### config.mk
export PLATFORM = sky130hd
export DESIGN_NAME = adc_cmd_slave
export DESIGN_NICKNAME = d
export VERILOG_FILES = /design/src/rtl/adc_cmd_pkg.sv /design/src/rtl/adc_line_filter.sv /design/src/rtl/adc_bus_events.sv /design/src/rtl/adc_cmd_slave.sv
export SDC_FILE = /design/constraint.sdc
export NUM_CORES = 1
export LEC_CHECK = 0
export BUFFER_PORTS_ARGS = -buffer_cell sky130_fd_sc_hd__buf_2
export CORE_ASPECT_RATIO = 1.75
export CORE_MARGIN = 4
export CORE_UTILIZATION = 52
export CTS_CLUSTER_DIAMETER = 50
export DETAILED_ROUTE_END_ITERATION = 8
export GPL_TIMING_DRIVEN = 0
export PLACE_DENSITY = 0.75
export SYNTH_ARGS = -nofsm -noshare
export SYNTH_HDL_FRONTEND = slang
export SYNTH_SLANG_ARGS = --single-unit
### constraint.sdc
create_clock -name clk -period 1.8 [get_ports clk]
set_input_delay 0 -clock clk [delete_from_list [all_inputs] [get_ports clk]]
set_output_delay 0 -clock clk [all_outputs]
set_load 0.02 [all_outputs]
### src/rtl/adc_cmd_pkg.sv
package adc_cmd_pkg;
  localparam int CH_W   = 2;
  localparam int DATA_W = 10;

  typedef enum logic [2:0] {
    ST_IDLE, ST_CMD, ST_CACK, ST_TX, ST_RACK, ST_SKIP
  } slv_state_e;

  // identifier expected in the upper command nibble
  function automatic logic [3:0] dev_id(input logic strapped, input logic [2:0] pins);
    return strapped ? {pins, 1'b1} : 4'b1001;
  endfunction

  // rotation order: count up, wrap after the last channel
  function automatic logic [CH_W-1:0] chan_after(input logic [CH_W-1:0] ch,
                                                 input logic [CH_W-1:0] last);
    return (ch >= last) ? '0 : CH_W'(ch + 1'b1);
  endfunction

  // bit idx (0 = first on the wire) of upper (sel=0) or lower (sel=1) frame byte
  function automatic logic frame_bit(input logic sel, input logic [2:0] idx,
                                     input logic [CH_W-1:0] ch,
                                     input logic [DATA_W-1:0] d);
    logic [7:0] b;
    b = sel ? d[7:0] : {4'b0000, ch, d[9:8]};
    return b[3'd7 - idx];
  endfunction
endpackage

### src/rtl/adc_line_filter.sv
module adc_line_filter #(
  parameter int FILT = 3
) (
  input  logic clk,
  input  logic rst_n,
  input  logic din,
  output logic dout
);
  logic [1:0]      sync_q;
  logic [FILT-1:0] hist_q;

  always_ff @(posedge clk or negedge rst_n) begin
    if (!rst_n) begin
      sync_q <= 2'b11;
      hist_q <= '1;
      dout   <= 1'b1;
    end else begin
      sync_q <= {sync_q[0], din};
      hist_q <= {hist_q[FILT-2:0], sync_q[1]};
      if (&hist_q)       dout <= 1'b1;
      else if (~|hist_q) dout <= 1'b0;
    end
  end
endmodule

### src/rtl/adc_bus_events.sv
module adc_bus_events (
  input  logic clk,
  input  logic rst_n,
  input  logic scl_f,
  input  logic sda_f,
  output logic scl_rise,
  output logic scl_fall,
  output logic start_ev,
  output logic stop_ev
);
  logic scl_q, sda_q;

  always_ff @(posedge clk or negedge rst_n) begin
    if (!rst_n) begin
      scl_q <= 1'b1;
      sda_q <= 1'b1;
    end else begin
      scl_q <= scl_f;
      sda_q <= sda_f;
    end
  end

  assign scl_rise = scl_f & ~scl_q;
  assign scl_fall = ~scl_f & scl_q;
  assign start_ev = scl_f & scl_q & sda_q & ~sda_f;
  assign stop_ev  = scl_f & scl_q & ~sda_q & sda_f;
endmodule

### src/rtl/adc_cmd_slave.sv
module adc_cmd_slave
  import adc_cmd_pkg::*;
#(
  parameter int NCHAN    = 3,
  parameter bit STRAPPED = 1'b0,
  parameter int FILT     = 3
) (
  input  logic              clk,
  input  logic              rst_n,
  input  logic              chip_en_n,
  input  logic [2:0]        addr_sel,
  input  logic              scl_i,
  input  logic              sda_i,
  output logic              sda_o,
  output logic              sda_oe,
  output logic              conv_req,
  output logic [CH_W-1:0]   conv_chan,
  input  logic              conv_done,
  input  logic [DATA_W-1:0] conv_data,
  output logic [CH_W-1:0]   cmd_ch,
  output logic              lim_stb,
  output logic              lim_rd,
  output logic              mon_stb
);
  localparam logic [CH_W-1:0] LAST_CH = CH_W'(NCHAN - 1);

  logic [1:0] raw_lines, clean_lines;
  logic       scl_f, sda_f;
  logic       scl_rise, scl_fall, start_ev, stop_ev;

  assign raw_lines = {scl_i, sda_i};

  for (genvar g = 0; g < 2; g++) begin : g_line
    adc_line_filter #(.FILT(FILT)) u_filt (
      .clk  (clk),
      .rst_n(rst_n),
      .din  (raw_lines[g]),
      .dout (clean_lines[g])
    );
  end

  assign scl_f = clean_lines[1];
  assign sda_f = clean_lines[0];

  adc_bus_events u_events (
    .clk     (clk),
    .rst_n   (rst_n),
    .scl_f   (scl_f),
    .sda_f   (sda_f),
    .scl_rise(scl_rise),
    .scl_fall(scl_fall),
    .start_ev(start_ev),
    .stop_ev (stop_ev)
  );

  slv_state_e          state_q;
  logic [2:0]          bitcnt_q;
  logic [7:0]          shreg_q;
  logic                byte_done_q;
  logic                ec_q, rm_q, auto_q;
  logic                byte_sel_q, ack_ok_q;
  logic [CH_W-1:0]     cur_ch_q;
  logic [DATA_W-1:0]   result_q;

  // named events for the checker
  logic id_match, ack_go, conv_cmd;
  assign id_match = (shreg_q[7:4] == dev_id(STRAPPED, addr_sel));
  assign ack_go   = (state_q == ST_CMD) && scl_fall && byte_done_q && id_match && !chip_en_n;
  assign conv_cmd = !ec_q && rm_q;

  always_ff @(posedge clk or negedge rst_n) begin
    if (!rst_n) result_q <= '0;
    else if (conv_done) result_q <= conv_data;
  end

  always_ff @(posedge clk or negedge rst_n) begin
    if (!rst_n) begin
      state_q     <= ST_IDLE;
      bitcnt_q    <= '0;
      shreg_q     <= '0;
      byte_done_q <= 1'b0;
      ec_q        <= 1'b0;
      rm_q        <= 1'b0;
      auto_q      <= 1'b0;
      byte_sel_q  <= 1'b0;
      ack_ok_q    <= 1'b0;
      cur_ch_q    <= '0;
      cmd_ch      <= '0;
      sda_oe      <= 1'b0;
      conv_req    <= 1'b0;
      lim_stb     <= 1'b0;
      lim_rd      <= 1'b0;
      mon_stb     <= 1'b0;
    end else begin
      conv_req <= 1'b0;
      lim_stb  <= 1'b0;
      mon_stb  <= 1'b0;
      if (start_ev) begin
        state_q     <= ST_CMD;
        bitcnt_q    <= '0;
        byte_done_q <= 1'b0;
        sda_oe      <= 1'b0;
      end else if (stop_ev) begin
        state_q <= ST_IDLE;
        sda_oe  <= 1'b0;
      end else begin
        unique case (state_q)
          ST_CMD: begin
            if (scl_rise) begin
              shreg_q  <= {shreg_q[6:0], sda_f};
              bitcnt_q <= 3'(bitcnt_q + 3'd1);
              if (bitcnt_q == 3'd7) byte_done_q <= 1'b1;
            end else if (scl_fall && byte_done_q) begin
              if (ack_go) begin
                sda_oe  <= 1'b1;
                state_q <= ST_CACK;
                ec_q    <= shreg_q[3];
                rm_q    <= shreg_q[0];
                auto_q  <= !shreg_q[3] && (shreg_q[2:1] == 2'b11);
                cmd_ch  <= shreg_q[2:1];
              end else begin
                state_q <= ST_SKIP;
              end
            end
          end
          ST_CACK: begin
            if (scl_rise) begin
              if (conv_cmd) begin
                conv_req <= 1'b1;
                cur_ch_q <= auto_q ? '0 : cmd_ch;
              end else if (ec_q) begin
                lim_stb <= 1'b1;
                lim_rd  <= rm_q;
              end else begin
                mon_stb <= 1'b1;
              end
            end else if (scl_fall) begin
              byte_sel_q <= 1'b0;
              bitcnt_q   <= '0;
              if (conv_cmd) begin
                state_q <= ST_TX;
                sda_oe  <= ~frame_bit(1'b0, 3'd0, cur_ch_q, result_q);
              end else begin
                state_q <= ST_SKIP;
                sda_oe  <= 1'b0;
              end
            end
          end
          ST_TX: begin
            if (scl_fall) begin
              if (bitcnt_q == 3'd7) begin
                sda_oe   <= 1'b0;
                ack_ok_q <= 1'b0;
                state_q  <= ST_RACK;
              end else begin
                bitcnt_q <= 3'(bitcnt_q + 3'd1);
                sda_oe   <= ~frame_bit(byte_sel_q, 3'(bitcnt_q + 3'd1), cur_ch_q, result_q);
              end
            end
          end
          ST_RACK: begin
            if (scl_rise) begin
              if (sda_f) begin
                state_q <= ST_SKIP;
              end else begin
                ack_ok_q <= 1'b1;
                if (byte_sel_q) begin
                  conv_req <= 1'b1;
                  cur_ch_q <= auto_q ? chan_after(cur_ch_q, LAST_CH) : cur_ch_q;
                end
              end
            end else if (scl_fall && ack_ok_q) begin
              state_q    <= ST_TX;
              bitcnt_q   <= '0;
              byte_sel_q <= ~byte_sel_q;
              sda_oe     <= ~frame_bit(~byte_sel_q, 3'd0, cur_ch_q, result_q);
            end
          end
          default: ;
        endcase
      end
    end
  end

  assign sda_o     = 1'b0;
  assign conv_chan = cur_ch_q;
endmodule

### After elaboration in Yosys (flattened, before gate mapping)

Cells that the tools add are included.

| storage, ports and cells | value |
|---|---|
| flip-flop bits (word level) | 53 |
| input bits | 19 |
| output and inout port bits | 10 |
| word-level logic and storage cells | 208 |

| cells by class | value |
|---|---|
| add/sub/neg operators | 3 |
| order comparisons | 2 |
| equality and inequality tests | 40 |
| muxes and demuxes | 88 |
| bitwise operators | 18 |
| reduce and logical (&&, ||, !) cells | 32 |

Operators by type and width:

| cell | count |
|---|---|
| $mux W3 | 22 |
| $mux W1 | 48 |
| $reduce_and A9 Y1 | 4 |
| $ne A4 B4 Y1 const B | 8 |
| $ne A2 B2 Y1 const B | 13 |
| $pmux W3 S4 | 2 |
| $ne A3 B3 Y1 const B | 7 |
| $mux W2 | 8 |
| $mux W8 | 2 |
| $reduce_and A7 Y1 | 2 |
| $reduce_and A6 Y1 | 2 |
| $not A1 Y1 | 11 |
| $reduce_bool A2 Y1 | 5 |
| $logic_and A1 B1 Y1 | 8 |
| $reduce_and A4 Y1 | 2 |
| $and A1 B1 Y1 | 7 |
| $eq A3 B2 Y1 const B | 2 |
| $eq A3 B3 Y1 const B | 2 |
| $pmux W1 S2 | 3 |
| $reduce_and A3 Y1 | 2 |
| $reduce_bool A6 Y1 | 1 |
| $reduce_or A3 Y1 | 2 |
| $ne A5 B4 Y1 const B | 1 |
| $ne A5 B5 Y1 const B | 1 |
| 15 further kinds | 18 |

### Longest topological paths before layout

Gate-level depths: netlist of run 1.

| logic depth | value |
|---|---|
| depth in word-level cells | 12 |
| mapped depth | 7 |

### Hierarchy

From an unflattened synthesis of run 1, not the netlist that was laid out.

| second synthesis, totals | value |
|---|---|
| cells, all modules | 222 |
| area total of the unflattened synthesis | 2489.9 um^2 |

Modules (own cells, without submodules):

| module | instances | cells an instance | area each (um^2) | seq. area each (um^2) |
|---|---|---|---|---|
| adc_cmd_slave | 1 | 196 | 2052.0 | 975.9 |
| adc_line_filter | 2 | 10 | 176.4 | 157.7 |
| adc_bus_events | 1 | 6 | 85.1 | 52.6 |

### Worst setup path after synthesis of run 1

OpenSTA, ideal clock, no wires.

| timing | value |
|---|---|
| path kind | reg2reg |
| start | reg bitcnt_q[0] |
| end | reg state_q[1] |
| setup time | 0.125 ns |
| arrival time | 1.702 ns |
| slack | -0.027 ns |
| cell stages (with the launch flop) | 8 |
| path buffers | 0 |
| period minus slack after synthesis | 1.827 ns |
| path through | dfrtp_1 > ha_1 > ha_1 > and2b_1 > a22oi_1 > a31oi_1 > nor2_2 > mux2_4 |

| on the way | value |
|---|---|
| cells in the longest elaborated chain, start to end | 3 |

Ends and longest elaborated chain:

| element | line | source |
|---|---|---|
| start: declaration | adc_cmd_slave.sv:57 | `logic [2:0] bitcnt_q;` |
| start signal: assignment | adc_cmd_slave.sv:111 | `bitcnt_q <= 3'(bitcnt_q + 3'd1);` |
| start signal: assignment | adc_cmd_slave.sv:156 | `bitcnt_q <= 3'(bitcnt_q + 3'd1);` |
| $eq A3 B3 Y1 | adc_cmd_slave.sv:151 | `if (bitcnt_q == 3'd7) begin` |
| $ne A4 B4 Y1 (no line) | -- |  |
| $reduce_and A9 Y1 (no line) | -- |  |
| end signal: assignment | adc_cmd_slave.sv:144 | `state_q <= ST_SKIP;` |
| end signal: assignment | adc_cmd_slave.sv:154 | `state_q <= ST_RACK;` |
| end signal: assignment | adc_cmd_slave.sv:164 | `state_q <= ST_SKIP;` |
| end: declaration | adc_cmd_slave.sv:56 | `slv_state_e state_q;` |

No other way between the ends.
A chain may end at the register's enable or synchronous reset.

### Final worst setup path of run 1

| timing | value |
|---|---|
| start | reg u_events.scl_q |
| end | reg state_q[2] |

| on the way | value |
|---|---|
| cells in the longest elaborated chain, start to end | 11 |
| elaborated cells between the ends (all ways) | 31 |

Ends and longest elaborated chain:

| element | line | source |
|---|---|---|
| start: declaration | adc_bus_events.sv:11 | `logic scl_q, sda_q;` |
| start signal: assignment | adc_bus_events.sv:18 | `scl_q <= scl_f;` |
| $and A1 B1 Y1 | adc_bus_events.sv:24 | `assign scl_fall = ~scl_f & scl_q;` |
| $logic_and A1 B1 Y1 (4 in series) | adc_cmd_slave.sv:68 | `assign ack_go = (state_q == ST_CMD) && scl_fall && byte_done_q && id_match && !chip_en_n;` |
| $mux W3 | adc_cmd_slave.sv:114 | `if (ack_go) begin` |
| $mux W3 | adc_cmd_slave.sv:113 | `end else if (scl_fall && byte_done_q) begin` |
| $mux W3 | adc_cmd_slave.sv:109 | `if (scl_rise) begin` |
| $pmux W3 S4 | adc_cmd_slave.sv:107 | `unique case (state_q)` |
| $mux W3 | adc_cmd_slave.sv:103 | `end else if (stop_ev) begin` |
| $mux W3 | adc_cmd_slave.sv:98 | `if (start_ev) begin` |
| end signal: assignment | adc_cmd_slave.sv:99 | `state_q <= ST_CMD;` |
| end signal: assignment | adc_cmd_slave.sv:104 | `state_q <= ST_IDLE;` |
| end signal: assignment | adc_cmd_slave.sv:116 | `state_q <= ST_CACK;` |

Several ways; a longest one is shown, not always the timed one. The select of a mux whose other input is x is not followed.

==> results of run 1 <==
final cells by class:
type / count / area [sq um] / share of cell area
plain buffers: 8 / 50.0 / 0.0163
flip-flops and latches: 53 / 1350 / 0.439
repair buffers: 48 / 335 / 0.109
clock inverters: 3 / 50.0 / 0.0163
well taps: 52 / 65.1 / 0.0212
inverters: 13 / 48.8 / 0.0159
multi-input cells: 132 / 1100 / 0.359
clock buffers: 5 / 68.8 / 0.0224
synth_stat cells, drive strengths merged (4+ instances only):
cell   count
nor3       5
nand3      5
mux2      26
nor2b      4
o21ai     10
dfrtp     39
inv       13
mux2i      5
nor2      10
a21oi     10
dfstp     14
nand2     15
buf        7
flip-flops by register name, summed over array words and instances (netlist names), 2 cells and up:
register,cells
result_q,10
shreg_q,8
g_line.u_filt.hist_q,6
g_line.u_filt.sync_q,4
bitcnt_q,3
state_q,3
cmd_ch,2
conv_chan,2
g_line.u_filt.dout,2
worst min path at each step:
stage	to	slack, ns	cells past startpoint
global route	auto_q$_DFFE_PN0P_	0.15	4
CTS	auto_q$_DFFE_PN0P_	0.12	4
finish	auto_q$_DFFE_PN0P_	0.13	4
floorplan	ack_ok_q$_DFFE_PN0P_	-0.30	0
detailed placement	g_line[1].u_filt.sync_q[0]$_DFF_PN1_	0.11	1
global placement	g_line[1].u_filt.sync_q[0]$_DFF_PN1_	0.10	1
metal layers:
layer | up-vias | track usage | part of all wire
met4 | 0 | 0.131 | 0.051
met3 | 19 | 0.0338 | 0.041
met2 | 58 | 0.334 | 0.53
met5 | - | 0 | 0
met1 | 891 | 0.250 | 0.38
li1 | 842 | - | -
timing repair:
| action | CTS | global route |
|---|---|---|
| endpoints found under the hold margin | 51 | 0 |
| endpoints found under the setup margin | 5 | 10 |
| pin swaps | 4 | 6 |
| cloned | 0 | 0 |
| hold buffers | 13 | 0 |
| setup buffers | 11 | 1 |
| gates resized for setup | 9 | 7 |
worst max-delay path: cells and delay by family, from the launching register on:
family	cells	cell delay (ns)
flip-flops	1	0.63
AND/OR/NAND/NOR	1	0.15
buffers and inverters	1	0.16
AO/OA/AOI/OAI	4	0.81
cells by family after synthesis:
family	share of synthesized area
DFF	0.543
muxes	0.170
adders and majority gates	0.0101
other	0.00152
buffers and inverters	0.0364
and+or+nand+nor	0.128
xor gates and xnor gates	0.00708
AOI/OAI and AO/OA	0.104
report_power, final:
part | leakage [uW] | switching (uW) | internal (uW)
logic | 0.000680 | 686 | 735
registers | 0.000648 | 197 | 1380
clock network | 0.0000603 | 408 | 426
per-stage QoR:
step	std cells	worst slack [ns]	hold WS [ns]
after floorplan	206	0.00171	-0.296
after global placement	281	-0.211	0.105
after detailed placement	281	-0.232	0.106
after CTS	313	0.00142	0.125
after global routing	314	-0.0771	0.153
final	314	-0.0341	0.132
==> results by group, run 1 <==
Setup path
  – FF-to-FF Start: u_events.scl_q$_DFF_PN1_
  – CP arrival: 2.07 ns
  – CP max stage cell: dfstp_2
  – CP Class: reg -> reg
  – Worst setup SP type: register
  – CP max stage delay: 0.63 ns
  – Reg-to-Reg End: state_q[2]$_DFFE_PN0P_
  – CP Cell Sequence: nand2b_1, o211ai_1, a31oi_2, buf_4, o31a_1, a21oi_1
  – Top fanout value on the critical path: 7
  – CP Capture Point: state_q[2]$_DFFE_PN0P_
  – CP Data Required Time: 2.03 ns
  – Element type at the critical path end: register
  – Setup crit start: u_events.scl_q$_DFF_PN1_
  – R2r worst-path depth: 6
  – Reg2Reg Setup Slack: -0.03 ns

Synth
  – Yosys warnings: 0
  – Synth area leaders: dfrtp_1, dfstp_2, mux2_2
  – Post-Synthesis Cells: 206
  – Synth Net Count: 227
  – Share of the synthesized area in the top cell type: 0.394
  – Post-synth ARST share: 1.00
  – Avg Inst Size Synth: 12.0 sq um
  – EDFF count, synth: 0
  – Synth Flop Type: dfrtp_1
  – Register bit total from synthesis: 53
  – Unique masters post-synth: 51
  – Cell taking the most area after synthesis: dfrtp_1
  – Mapped cell area: 2470 sq um
  – Post-synthesis sequential area ratio: 0.543

CTS
  – Root Driver: clkbuf_8
  – Reg clk slew, reported paths: 0.10 ns
  – H-Tree Depth: 2
  – Max Buffers Root-to-Sink: 2
  – # clock sinks: 53
  – Clk Latency, worst-skew pair: 0.31 ns
  – CTS Buf Count: 5
  – CTS tree: built

Timing
  – Max-slew headroom: 0.247
  – Setup slack after layout: -0.0341 ns
  – Final setup vio count: 2
  – Setup_tns: -0.0614 ns
  – Final Hold Vio Count: 0
  – Maximum clock rate: 545 MHz
  – Tcrit/Tclk final: 1.02
  – RSZ-0062 raised after global routing: yes
  – Final Skew: 0.00513 ns
  – Slew Limit Fails: 0
  – Worst-margin pin slew: 1.13 ns
  – Min Tclk post-route: 1.83 ns

Placement
  – Dpl cell area: 2660 sq um
  – Port Buffers: 23
  – Placer Congestion: 0.913
  – Post-DP HPWL: 3.62 mm

Global route
  – Antenna violations before repair: 0
  – Largest net degree at the start of global routing: 54
  – Vias in the first global route: 1951
  – GRT Residual Overflow: 0
  – Global-route wire length before repair: 9.25 mm
  – Gr usage total: 0.208

Outcome
  – Failing checks: setup timing
  – Status: finished, violations left

Cells and area
  – Diodes inserted: 0
  – Fin area: 3070 sq um
  – Commonest non-fill, non-tap cell in the layout: dfrtp_1
  – Nets: 282
  – Fin util: 0.657
  – Fill count: 369
  – Area growth from synthesis to layout: 23.9%
  – Fraction of layout instances using a drive strength above 1: 0.416
  – Most frequent cells in the layout: dfrtp_1, buf_2, mux2_2, nand2_1

Die
  – Chip width: 60.2 um
  – Starting Density: 0.530
  – Row count: 33
  – Top Ports: 29
  – Core Footprint: 4670 sq um
  – Die Area: 5970 sq um
  – Die height: 99.3 um

Min path
  – Min-delay src: chip_en_n
  – Min-Delay Path Class: in -> reg

Route
  – DR vias/cell: 5.76
  – DRT iter0 DRCs: 32
  – Routed wire per std cell: 17.2 um
  – DRT antenna net count: 0
  – DR pass1 iterations: 4
  – DRC Markers: 0
  – Final wirelength: 5.41 mm
  – Vias: 1810

Power
  – Maximum vdd drop: 0.908 mV
  – Power Total: 3830 uW
  – Cell Pwr Density: 1250 nW/um^2
  – Leak: 0.00139 uW

Run
  – Max-Cap Viols: 0
Power figures use the tool's default switching activity.
==> run 2, diff against run 1 <==
CELL_PAD_IN_SITES_DETAIL_PLACEMENT = 1   (was default)
CELL_PAD_IN_SITES_GLOBAL_PLACEMENT = 1   (was default)
CORE_UTILIZATION = 42   (was 52)
PLACE_DENSITY = default   (was 0.75)
PLACE_DENSITY_LB_ADDON = 0.1   (was default)
==> run 2 against run 1 <==
Compared with the run above:
- the run now ends clean
- maximum frequency grew 2.9%
- sequential cell count stayed put
- critical path depth up 1
- first-iteration DRC count increased to 3.4 times the previous value
- power is 2.0% higher
- via count increased by 2.9%
- worst hold slack improved by 0.020 ns
- clock-buffer cell count up 1
- setup slack better by 0.052 ns
- non-clock buffer count up 5
- utilization fell by 9.6 points
- critical path type unchanged
==> results by group, run 2 (same netlist as run 1, synthesis figures left out) <==
Setup path
  – CP max stage delay: 0.43 ns (-0.20 ns)
  – Levels on crit path: 7 (+1)
  – CP Cell Sequence: ha_4, ha_4, and2b_1, a22oi_2, a31oi_2, nor2_2, mux2_4
  – CP Class: reg -> reg
  – CP Data Required Time: 2.01 ns (-0.02 ns)
  – CP top delay family: flip-flops
  – FF-to-FF Start: bitcnt_q[1]$_DFFE_PN0P_
  – R2r worst-path depth: 7 (+1)
  – Setup crit start: bitcnt_q[1]$_DFFE_PN0P_
  – Buffer and inverter count on the worst path: 0 (-1)
  – CP arrival: 1.99 ns (-0.08 ns)
  – Top fanout value on the critical path: 2 (-5)
  – Element type at the critical path end: register
  – Most frequent CP cell: ha_4
  – CP max stage cell: dfrtp_1
  – Worst setup SP type: register

Timing
  – Final Skew: 0.00759 ns (+0.00247 ns)
  – Worst-margin pin slew: 1.15 ns (+0.0204 ns)
  – Setup_tns: 0 ns (+0.0614 ns)
  – Slew Limit Fails: 0 (unchanged)
  – Final setup vio count: 0 (-2)
  – RSZ-0062 raised after global routing: yes
  – Final Hold Vio Count: 0 (unchanged)
  – Max-slew headroom: 0.233 (-0.0136)
  – Tcrit/Tclk final: 0.990 (-0.0287)
  – Maximum clock rate: 561 MHz (+2.9%)
  – Min Tclk post-route: 1.78 ns (-0.0517 ns)

Route
  – DR vias/cell: 5.43 (-5.8%)
  – DRC Markers: 0 (unchanged)
  – Vias: 1862 (+2.9%)
  – DRT antenna net count: 0 (unchanged)
  – Final wirelength: 6.36 mm (+18%)
  – Routed wire per std cell: 18.5 um (+7.6%)
  – DRT iter0 DRCs: 110 (+240%)
  – DR pass1 iterations: 4 (unchanged)

Die
  – Starting Density: 0.440 (-0.0909)
  – Top Ports: 29 (unchanged)
  – Die Area: 7230 sq um (+21%)
  – Row count: 36 (+9.1%)
  – Chip width: 66.0 um (+9.8%)
  – Die height: 110 um (+10%)
  – Core Footprint: 5630 sq um (+21%)

Cells and area
  – Fraction of layout instances using a drive strength above 1: 0.446 (+0.0297)
  – Biggest regs: result_q: 10 flops, shreg_q: 8 flops, g_line.u_filt.hist_q: 6 flops
  – Fill count: 603 (+63%)
  – Nets: 287 (+1.8%)
  – Reg with most FFs: result_q
  – Most frequent cells in the layout: dfrtp_1, buf_2, mux2_2, buf_4, nand2_1
  – Area growth from synthesis to layout: 27.7%
  – Commonest non-fill, non-tap cell in the layout: dfrtp_1
  – Fin area: 3160 sq um (+3.1%)
  – Diodes inserted: 0 (unchanged)
  – Max reg flops: 10 (unchanged)

Global route
  – Vias in the first global route: 2118 (+8.6%)
  – Largest net degree at the start of global routing: 54 (unchanged)
  – Antenna violations before repair: 0 (unchanged)
  – GRT Residual Overflow: 0 (unchanged)
  – Global-route wire length before repair: 10.4 mm (+13%)
  – Gr usage total: 0.193 (-0.0142)

Power
  – Cell Pwr Density: 1240 nW/um^2 (-0.99%)
  – Power Total: 3910 uW (+2.0%)
  – Maximum vdd drop: 0.790 mV (-13%)
  – Leak: 0.00142 uW (+2.0%)

CTS
  – Clk Latency, worst-skew pair: 0.31 ns (about the same)
  – H-Tree Depth: 2 (unchanged)
  – Reg clk slew, reported paths: 0.10 ns (about the same)
  – CTS tree: built
  – Max Buffers Root-to-Sink: 2 (unchanged)
  – CTS Buf Count: 5 (unchanged)
  – Root Driver: clkbuf_8
  – # clock sinks: 53 (unchanged)

Run
  – Max-Cap Viols: 0 (unchanged)

Placement
  – Placer Congestion: 0.870 (-4.7%)
  – Port Buffers: 23 (unchanged)
  – Dpl cell area: 2690 sq um (+1.1%)
  – Post-DP HPWL: 4.39 mm (+21%)

Min path
  – Min-Delay Path Class: in -> reg
  – Min-delay src: chip_en_n
  – Hold path depth: 4 (unchanged)

Outcome
  – Status: complete, no violations
-- run 2: routing by layer --
layer	vias up	track usage	wire length, um
met3	24	0.0348	226
li1	848	-	-
met4	0	0.0974	284
met1	937	0.205	2300
met2	53	0.357	3550
met5	-	0	0
-- run 2: area by class of cell --
cell class / instances / area [sq um] / share of cell area
Timing Repair Buffer: 53 / 373 / 0.118
Buffer: 8 / 58.8 / 0.0186
Multi-Input combinational cell: 132 / 1120 / 0.356
Tap cell: 76 / 95.1 / 0.0301
Sequential cell: 53 / 1350 / 0.427
Clock inverter: 2 / 38.8 / 0.0123
Inverter: 13 / 48.8 / 0.0154
Clock buffer: 6 / 72.6 / 0.0230
-- run 2: where the power goes --
part / internal, uW / switching (uW)
clock network: 418 / 403
logic: 771 / 733
registers: 1390 / 203
total: 2570 / 1340
-- run 2: path summary, 6_finish.rpt --
kind,endpoint,slack [ns]
setup / recovery,state_q[1]$_DFFE_PN0P_,0.02
hold / removal,sda_oe$_DFFE_PN0P_,0.15
setup reg to reg,state_q[1]$_DFFE_PN0P_,0.02
hold reg to reg,g_line[0].u_filt.sync_q[1]$_DFF_PN1_,0.36
max in group asynchronous,bitcnt_q[0]$_DFFE_PN0P_,0.57
min in group asynchronous,shreg_q[1]$_DFFE_PN0P_,0.45
-- run 2: worst register-to-register path, stage by stage, from the launching register on --
cell	delay, ns
dfrtp_1	0.43
ha_4	0.18
ha_4	0.15
and2b_1	0.22
a22oi_2	0.08
a31oi_2	0.24
nor2_2	0.08
mux2_4	0.30
-- run 2: stage by stage --
step | worst slack, ns | util | instances | hold WS (ns)
after floorplan | 0.00171 | - | 206 | -0.296
after global placement | -0.217 | 0.477 | 305 | 0.107
after detailed placement | -0.257 | 0.477 | 305 | 0.106
after CTS | -0.0119 | 0.534 | 332 | 0.164
after global routing | -0.0421 | 0.561 | 343 | 0.161
final | 0.0176 | 0.561 | 343 | 0.151
-- run 2: timing repair --
item | 4_1_cts | 5_1_grt
pin swaps | 7 | 7
endpoints found under the setup margin | 9 | 12
resized for setup | 10 | 18
endpoints found under the hold margin | 51 | 0
buffers inserted | 6 | 11
hold buffers | 13 | 0
==> run 3, diff against run 2 <==
ABC_AREA = 1   (was default)
CORE_ASPECT_RATIO = default   (was 1.75)
CORE_UTILIZATION = 39   (was 42)
==> run 3 against run 2 <==
Compared with the run above:
- utilization shrank 6.6 points
- maximum frequency grew 2.7%
- critical path depth grew 2
- cell count grew 30%
- non-clock buffer count shrank 10
- largest cell class unchanged
==> results by group, run 3 <==
Power
  – Leak: 0.00157 uW (+11%)
  – Maximum vdd drop: 0.662 mV (-16%)
  – Cell Pwr Density: 1370 nW/um^2 (+11%)

Synth
  – Post-synthesis sequential area ratio: 0.528 (-0.0155)
  – Unique masters post-synth: 28 (-45%)
  – Post-synth ARST share: 1.00 (unchanged)
  – Share of the synthesized area in the top cell type: 0.383 (-0.0112)
  – Cell taking the most area after synthesis: dfrtp_1
  – EDFF count, synth: 0 (unchanged)
  – Synth Flop Type: dfrtp_1
  – Register bit total from synthesis: 53 (unchanged)
  – Count leader, synth: nand2_1
  – Yosys warnings: 0 (unchanged)
  – Avg Inst Size Synth: 8.06 sq um (-33%)
  – Synth area leaders: dfrtp_1, dfstp_2, nand2_1
  – Mapped cell area: 2550 sq um (+2.9%)
  – Post-Synthesis Cells: 316 (+53%)
  – Top cells by count, synth: nand2_1, dfrtp_1, inv_1
  – Synth Net Count: 337 (+48%)

Placement
  – Placer Congestion: 0.810 (-6.9%)
  – Post-DP HPWL: 4.48 mm (+2.1%)
  – Port Buffers: 23 (unchanged)

CTS
  – CTS tree: built
  – Root Driver: clkbuf_8
  – Clk Latency, worst-skew pair: 0.31 ns (about the same)
  – Max Buffers Root-to-Sink: 2 (unchanged)
  – H-Tree Depth: 2 (unchanged)
  – CTS Buf Count: 5 (unchanged)
  – Reg clk slew, reported paths: 0.11 ns (about the same)
  – # clock sinks: 53 (unchanged)

Global route
  – Antenna violations before repair: 0 (unchanged)
  – Global-route wire length before repair: 10.6 mm (+1.9%)
  – Largest net degree at the start of global routing: 54 (unchanged)
  – Vias in the first global route: 2235 (+5.5%)
  – Gr usage total: 0.173 (-0.0205)
  – GRT Residual Overflow: 0 (unchanged)

Setup path
  – CP Class: reg -> reg
  – CP arrival: 1.99 ns (about the same)
  – Top fanout value on the critical path: 5 (+3)
  – Element type at the critical path end: register
  – Setup crit start: g_line[0].u_filt.dout$_DFFE_PN1P_
  – FF-to-FF Start: g_line[0].u_filt.dout$_DFFE_PN1P_
  – R2r worst-path depth: 9 (+2)
  – Reg-to-Reg End: state_q[1]$_DFFE_PN0P_
  – Reg2Reg Setup Slack: 0.06 ns (+0.05 ns)
  – CP Data Required Time: 2.06 ns (+0.05 ns)
  – Worst setup SP type: register

Route
  – Final wirelength: 6.41 mm (+0.72%)
  – DR vias/cell: 4.99 (-8.1%)
  – WL met2: 3.17 mm (-11%)
  – DR pass1 iterations: 4 (unchanged)
  – DRT antenna net count: 0 (unchanged)
  – Met1 WL: 3.02 mm (+31%)
  – Routed wire per std cell: 14.3 um (-23%)
  – DRT iter0 DRCs: 84 (-24%)
  – DRC Markers: 0 (unchanged)
  – Vias: 2230 (+20%)
  – Top sig layer: met4
  – Met3 WL: 146 um (-35%)

Cells and area
  – Commonest non-fill, non-tap cell in the layout: nand2_1
  – Area growth from synthesis to layout: 23.5%
  – Max reg flops: 10 (unchanged)
  – Nets: 390 (+36%)
  – Reg with most FFs: result_q
  – Biggest regs: result_q: 10 flops, shreg_q: 8 flops, g_line.u_filt.hist_q: 6 flops
  – Fin util: 0.495 (-0.0657)
  – Most frequent cells in the layout: nand2_1, dfrtp_1, inv_1, o21ai_0
  – Diodes inserted: 0 (unchanged)
  – Fraction of layout instances using a drive strength above 1: 0.243 (-0.202)

Min path
  – Worst hold endpoint: result_q[6]$_DFFE_PN0P_
  – Min-delay src: conv_done
  – Min-Delay Path Class: in -> reg
  – Hold path depth: 3 (-1)

Timing
  – Max-slew headroom: 0.224 (-0.00906)
  – Min Tclk post-route: 1.74 ns (-0.0468 ns)
  – Final Hold Vio Count: 0 (unchanged)
  – Slew Limit Fails: 0 (unchanged)
  – Maximum clock rate: 576 MHz (+2.7%)
  – Final Skew: 0.00636 ns (-0.00124 ns)
  – Final setup vio count: 0 (unchanged)
  – Tcrit/Tclk final: 0.964 (-0.0260)
  – Setup_tns: 0 ns (unchanged)
  – RSZ-0062 raised after global routing: yes
  – Worst-margin pin slew: 1.16 ns (+0.0136 ns)

Outcome
  – Status: complete, no violations

Die
  – Die height: 88.8 um (-19%)
  – Row count: 29 (-19%)
  – Top Ports: 29 (unchanged)
  – Chip width: 88.8 um (+35%)
  – Die Area: 7890 sq um (+9.1%)
  – Core Footprint: 6350 sq um (+13%)
  – Starting Density: 0.401 (-0.0384)

Run
  – Max-Cap Viols: 0 (unchanged)
run 3: changes by cell type after synthesis, moves of 4 or more:
cell and change:
nand2_1 +74, nand2_2 +8, mux2_2 -24, inv_2 +4, inv_1 +23, mux2i_1 -5, o21ai_1 +6, nor2_1 +19
nor2b_1 -4, nand3_1 +19, o21ai_0 +19, buf_2 -5
run 3: final cells by class:
class	count	area (sq um)
fillers	782	3200
multi-input cells	218	1080
clock buffers	5	68.8
clock inverters	3	33.8
well taps	77	96.3
repair buffers	46	333
flip-flops and latches	53	1350
plain buffers	5	31.3
inverters	40	154
run 3: timing repair:
action / in CTS / in global routing
pin swaps: 0 / 10
buffers inserted: 0 / 10
hold buffers: 13 / 0
hold endpoints to repair: 51 / 0
gates resized for setup: 3 / 17
endpoints found under the setup margin: 8 / 7
run 3: layer usage:
| metal | global-route usage | vias to the layer above |
|---|---|---|
| li1 | - | 1109 |
| met5 | 0 | - |
| met4 | 0.0412 | 0 |
| met2 | 0.294 | 27 |
| met1 | 0.230 | 1087 |
| met3 | 0.0289 | 7 |
run 3: kinds of logic (layout without fill, tap and decap cells):
logic type                 count (synthesis)  after routing  synth area share
buffers and inverters                     45             99            0.0712
AOI/OAI and AO/OA                         52             52             0.108
DFF                                       53             53             0.528
other                                      1              1           0.00147
adders and majority gates                  2              2           0.00982
and+or+nand+nor                          163            163             0.282
run 3: per-stage QoR:
stage          cells  power [uW]  hold slack [ns]  area, sq um  setup WS, ns
6_report         447        4320           0.0818         3150        0.0644
5_1_grt          447        4730            0.130         3150       -0.0723
3_5_place_dp     416        3390            0.107         2760       -0.0606
2_1_floorplan    316        2910           -0.296         2550         0.280
4_1_cts          437        4170           0.0764         3000       0.00312
3_3_place_gp     416        3340            0.106         2760       -0.0292
run 3: worst max-delay path by stage:
stage,end,slack [ns],depth (start not counted)
after floorplan,state_q[0]$_DFFE_PN0P_,0.28,9
after detailed placement,state_q[1]$_DFFE_PN0P_,-0.06,11
final,state_q[1]$_DFFE_PN0P_,0.06,9
after global routing,state_q[2]$_DFFE_PN0P_,-0.07,9
after global placement,state_q[0]$_DFFE_PN0P_,-0.03,11
after CTS,state_q[1]$_DFFE_PN0P_,0.003,9
run 3: where the power goes:
| part | internal [uW] | switching [uW] | total [uW] | leakage [uW] |
|---|---|---|---|---|
| clock | 291 | 442 | 733 | 0.0000511 |
| sequential | 1450 | 187 | 1640 | 0.000641 |
| combinational | 729 | 1220 | 1950 | 0.000875 |
run 3: worst max-delay path: stages (launching register included):
cell	delay, ns
dfstp_2	0.57
clkinvlp_4	0.15
nor2_4	0.15
nand2_4	0.08
nand4_1	0.12
o21ai_0	0.12
nor2_2	0.22
buf_4	0.15
nand3_1	0.06
nand2_1	0.06
